--- config.mk ---
export PLATFORM = sky130hd
export DESIGN_NAME = fault_latch_unit
export DESIGN_NICKNAME = d
export VERILOG_FILES = /design/src/rtl/fault_pkg.sv /design/src/rtl/fault_steer.sv /design/src/rtl/fault_store.sv /design/src/rtl/mce_oneshot.sv /design/src/rtl/fault_latch_unit.sv
export SDC_FILE = /design/constraint.sdc
export NUM_CORES = 1
export LEC_CHECK = 0
export BUFFER_PORTS_ARGS = -buffer_cell sky130_fd_sc_hd__clkbuf_2
export CAP_MARGIN = 5
export CORE_ASPECT_RATIO = 1.2
export CORE_MARGIN = 2
export CORE_UTILIZATION = 37
export DETAILED_ROUTE_END_ITERATION = 16
export GPL_ROUTABILITY_DRIVEN = 0
export GPL_TIMING_DRIVEN = 0
export PLACE_DENSITY = 0.82
export SETUP_SLACK_MARGIN = 0.1
export SYNTH_ARGS = -nofsm -noshare
export SYNTH_HDL_FRONTEND = slang
export SYNTH_SLANG_ARGS = --single-unit
--- constraint.sdc ---
create_clock -name clk -period 1 [get_ports clk]
set_clock_uncertainty 0.05 [all_clocks]
set_input_delay 0.15 -clock clk [delete_from_list [all_inputs] [get_ports clk]]
set_output_delay 0.15 -clock clk [all_outputs]
set_load 0.005 [all_outputs]
--- src/rtl/fault_pkg.sv ---
package fault_pkg;
  localparam int PROT_CPU_BIT  = 0;
  localparam int PROT_DMA_BIT  = 1;
  localparam int PLAIN_BASE    = 2;
endpackage

--- src/rtl/fault_steer.sv ---
module fault_steer
  import fault_pkg::*;
#(
  parameter int N_PINS = 11,
  parameter int N_INT  = 4,
  parameter int FLAG_W = N_PINS + 1 + N_INT
) (
  input  logic [N_PINS-1:0] fault_pin_n,
  input  logic [N_INT-1:0]  int_fault,
  input  logic              dma_cycle,
  input  logic              dma_ack_n,
  input  logic              hold_ack_n,
  output logic [FLAG_W-1:0] set_vec
);
  logic prot_hit;
  assign prot_hit = ~fault_pin_n[0];

  // protection fault: owner steering, CPU flag blocked during DMA/hold grant
  assign set_vec[PROT_CPU_BIT] = prot_hit & ~dma_cycle & dma_ack_n & hold_ack_n;
  assign set_vec[PROT_DMA_BIT] = prot_hit & dma_cycle;

  for (genvar k = 1; k < N_PINS; k++) begin : g_pin
    assign set_vec[PLAIN_BASE + k - 1] = ~fault_pin_n[k];
  end

  for (genvar j = 0; j < N_INT; j++) begin : g_int
    assign set_vec[N_PINS + 1 + j] = int_fault[j];
  end
endmodule

--- src/rtl/fault_store.sv ---
module fault_store #(
  parameter int FLAG_W = 16
) (
  input  logic              clk,
  input  logic              rst,
  input  logic              clr,
  input  logic [FLAG_W-1:0] set_vec,
  output logic [FLAG_W-1:0] fault_q
);
  always_ff @(posedge clk) begin
    if (rst)      fault_q <= '0;
    else if (clr) fault_q <= set_vec;           // same-cycle faults survive the clear
    else          fault_q <= fault_q | set_vec;
  end

  // without a clear, no flag ever falls
  a_r3_sticky: assert property (@(posedge clk) disable iff (rst)
    !$past(rst) && !$past(clr) |-> ((fault_q & $past(fault_q)) == $past(fault_q)));
endmodule

--- src/rtl/mce_oneshot.sv ---
module mce_oneshot (
  input  logic clk,
  input  logic rst,
  input  logic clr,
  input  logic isr_clr,
  input  logic fault_nz,
  input  logic set0,
  input  logic held0,
  output logic req_q,
  output logic abort_n_q
);
  logic arm_q;
  logic fire;

  assign fire = arm_q & fault_nz & ~req_q & ~clr;

  always_ff @(posedge clk) begin
    if (rst) begin
      arm_q     <= 1'b1;
      req_q     <= 1'b0;
      abort_n_q <= 1'b1;
    end else begin
      if (clr)       arm_q <= 1'b1;
      else if (fire) arm_q <= 1'b0;
      req_q     <= fire | (req_q & ~isr_clr);
      abort_n_q <= ~(set0 & (~held0 | clr));
    end
  end

  // a new request only follows a nonzero register
  a_r6_req_needs_fault: assert property (@(posedge clk) disable iff (rst)
    $rose(req_q) |-> $past(fault_nz));

  // abort pulse lasts one cycle outside a clear
  a_r9_abort_one_cycle: assert property (@(posedge clk) disable iff (rst)
    !abort_n_q && !clr |=> abort_n_q);
endmodule

--- src/rtl/fault_latch_unit.sv ---
module fault_latch_unit #(
  parameter int N_PINS = 11,
  parameter int N_INT  = 4
) (
  input  logic                       clk,
  input  logic                       rst,
  input  logic [N_PINS-1:0]          fault_pin_n,
  input  logic [N_INT-1:0]           int_fault,
  input  logic                       dma_cycle,
  input  logic                       dma_ack_n,
  input  logic                       hold_ack_n,
  input  logic                       clr_faults,
  input  logic                       lvl1_clr,
  output logic [N_PINS+N_INT:0]      fault_reg,
  output logic                       lvl1_req,
  output logic                       abort_n
);
  localparam int FLAG_W = N_PINS + 1 + N_INT;

  logic [FLAG_W-1:0] set_vec;
  logic [FLAG_W-1:0] fault_q;

  fault_steer #(.N_PINS(N_PINS), .N_INT(N_INT), .FLAG_W(FLAG_W)) steer_i (
    .fault_pin_n (fault_pin_n),
    .int_fault   (int_fault),
    .dma_cycle   (dma_cycle),
    .dma_ack_n   (dma_ack_n),
    .hold_ack_n  (hold_ack_n),
    .set_vec     (set_vec)
  );

  fault_store #(.FLAG_W(FLAG_W)) store_i (
    .clk     (clk),
    .rst     (rst),
    .clr     (clr_faults),
    .set_vec (set_vec),
    .fault_q (fault_q)
  );

  mce_oneshot shot_i (
    .clk       (clk),
    .rst       (rst),
    .clr       (clr_faults),
    .isr_clr   (lvl1_clr),
    .fault_nz  (|fault_q),
    .set0      (set_vec[0]),
    .held0     (fault_q[0]),
    .req_q     (lvl1_req),
    .abort_n_q (abort_n)
  );

  assign fault_reg = fault_q;

  // CPU protection flag cannot be newly set under a DMA or hold grant
  a_r5_bit0_gated: assert property (@(posedge clk) disable iff (rst)
    (!dma_ack_n || !hold_ack_n) && !fault_reg[0] && !clr_faults |=> !fault_reg[0]);

  // abort only appears together with a set bit 0
  a_r9_abort_with_bit0: assert property (@(posedge clk) disable iff (rst)
    !abort_n |-> fault_reg[0]);
endmodule

==> flow_summary.ini <==
[grt]
grt-ovfl-total = 0
antenna_found_initial = 0
grt_pass1_wl_um = 2780
grt_usage_pct = 16.57
grt_pass1_vias = 650
grt_max_degree = 12

[power_and_ir_drop]
combPwrFrac_pct = 16.7
vdd_ir_drop_max_uv = 1019
switching_share_pct = 25.22
seqPwrFrac_pct = 58.0
internal_power_uw = 1112
pwr-share-clk_pct = 25.2
p_total_uw = 1488
switchingPower_uw = 375.2
power_density_nw_per_um2 = 1340
p_leak_uw = 0.0005268

[placement]
io_buffers = 39
dp_hpwl_um = 1207
dp_cells = 128

[critical_path]
cpLargestDelayFamily = simple AND/OR/NAND/NOR gates
start_kind = register
critPathMaxFanout = 3
cp_num_buf_inv = 0
max_stage_delay_ns = 0.35
critPathSlowestCell = dfxtp_2
required_ns = 1.14
r2r_slack_ns = -0.15
r2r_start = store_i.fault_q[1]
crit_type = register to register
regToRegEndpoint = shot_i.req_q
crit_arrival_ns = 1.29
path_cells = nor4_2 > nand4_1 > a21o_1
worstSetupEndpointType = register
rr_worst_depth = 3

[drt]
wl_met1_um = 677
vias = 704
routed-wl-met2_um = 933
drt_iter0_markers = 13
routed-wl-met3_um = 122
drc = 0
ant_nets = 0
wire_per_inst_um = 12.12
routed.top_layer = met4
via_per_inst = 4.855
drt_wl_total_um = 1757
firstDrtPassIters = 5

[timing]
setup_viol = 5
timing.slew.headroom_pct = 81.77
finalHoldViolations = 0
fin_crit_sh_pct = 115.1
fmaxAchievable_ghz = 0.8689
hold_ws_ns = 0.01349
period_minus_slack_ns = 1.151
fin_setup_tns_ns = -0.4546
worst_slew_pin_slew_ns = 0.2727
fin_ws_ns = -0.1509
rsz0062_at_grt = true
drv_slew = 0

[floorplan]
die-area_sq_um = 2196
core_sq_um = 1682
die_x_um = 43.12
initial_core_util_pct = 40.40
die_h_um = 50.94
ioPinCount = 40
rows = 16

[worst_hold_path]
hold_start = int_fault[2]
min_path_cells = 3
hold_end = store_i.fault_q[14]
min_path_type = input pin to register

[status]
outcome = finished with violations
violations = negative setup slack

[clock_network]
insertion_delay_ns = 0.29
cts_max_level = 1
cts_sinks = 19
cts_buffers = 3
root_buffer = clkbuf_4
clkTransAtPathRegs_ns = 0.10
cts_tree = done
cts.path.max_buffers = 2

[synthesis]
yosysTopAreaCell = dfxtp_1
synthCells = 71
synthesis.area_sq_um = 679.4
seq_area_frac_synth_pct = 55.99
synth_area_per_cell_sq_um = 9.569
synth_top_area_share_pct = 55.99
synth_edf_count = 0
yosysMostFrequentCell = dfxtp_1
synth_warnings = 0
synth_common_cells = dfxtp_1, a21oi_1, nand2_1, nor2_1, nor4_2
synthFlopType = dfxtp_1
synthTopCellsByArea = dfxtp_1, a21oi_1, nor4_2, nand2_1, nor2_1
synth-seq-cells = 19
synthArstFlopShare_pct = 0
syn_nets = 93
synth.distinct_cells = 16

[final_layout]
fin_util_pct = 66.00
syn_to_final_growth_pct = 63.35
drive_gt1_share_pct = 56.69
finalNonFillerCells = 145
fin_nets = 150
antenna_cells = 0

[run]
timing.max_cap.violations = 0
-- placed cells by master, fill, tap and decap left out, types with 3 or more instances in the layout --
cell type / count
buf_6: 4
nand2_1: 11
buf_2: 3
dlygate4sd3_1: 11
nor4_2: 3
dfxtp_2: 15
nor2_1: 6
clkbuf_2: 36
a21oi_1: 15
dfxtp_1: 3
clkbuf_4: 3
-- kinds of logic (layout without fill, tap and decap cells) --
logic type | after synthesis | in the layout | synth area share (%)
flip-flops | 19 | 19 | 55.98
AND/OR/NAND/NOR | 26 | 26 | 23.57
AO/OA/AOI/OAI | 19 | 19 | 15.10
buffers and inverters | 7 | 63 | 5.340
-- registers in the layout, indices dropped and copies added, names as in the netlist --
signal	cells
store_i.fault_q	16
shot_i.arm_q	1
shot_i.abort_n_q	1
shot_i.req_q	1
-- final cells by class --
cell class                 count  area, sq um
fill                         136        571.8
sequential                    19        402.9
timing repair buffer          52        336.6
multi-input combinational     45        280.3
buffer                         4        28.78
clock buffer                   3        22.52
tap                           18        22.52
inverter                       3        11.26
clock inverter                 1        5.005
-- how the worst max path moves through the flow --
stage               cells past startpoint            to                 from  slack, ns
floorplan                               3  shot_i.req_q  store_i.fault_q[14]      -0.01
global placement                        3  shot_i.req_q   store_i.fault_q[9]      -0.13
detailed placement                      3  shot_i.req_q  store_i.fault_q[14]      -0.13
CTS                                     3  shot_i.req_q   store_i.fault_q[5]      -0.14
global route                            3  shot_i.req_q   store_i.fault_q[1]      -0.21
finish                                  3  shot_i.req_q   store_i.fault_q[1]      -0.15
-- metrics by stage --
| step | setup slack [ns] | instance area [sq um] |
|---|---|---|
| after floorplan | -0.01181 | 683.2 |
| after global placement | -0.1289 | 900.9 |
| after detailed placement | -0.1343 | 900.9 |
| after CTS | -0.1358 | 1082 |
| after global routing | -0.2062 | 1110 |
| final | -0.1509 | 1110 |
-- layer usage --
metal | vias up | GRT usage (%)
li1 | 355 | -
met1 | 311 | 18.12
met2 | 34 | 30.10
met3 | 4 | 3.180
met4 | 0 | 7.576
met5 | - | 0
-- repair_timing --
item / in CTS / in global routing
setup endpoints to repair: 20 / 20
buffers inserted: 2 / 0
resized for setup: 17 / 4
hold buffers: 10 / 1
hold endpoints to repair: 10 / 1
pin swaps: 3 / 1
-- power groups by stage --
stage	clock (uW)	sequential, uW	combinational, uW
floorplan	0	867	83.2
global placement	0	864	188
detailed placement	0	868	193
CTS	385	860	240
global route	422	870	271
finish	376	863	249
-- tightest hold or removal path: cells and delay by family --
kind | cells | cell delay (ns)
and+or+nand+nor | 1 | 0.06
AOI/OAI and AO/OA | 1 | 0.03
buffers and inverters | 1 | 0.08
No activity file was read; power rests on OpenSTA's default activity.
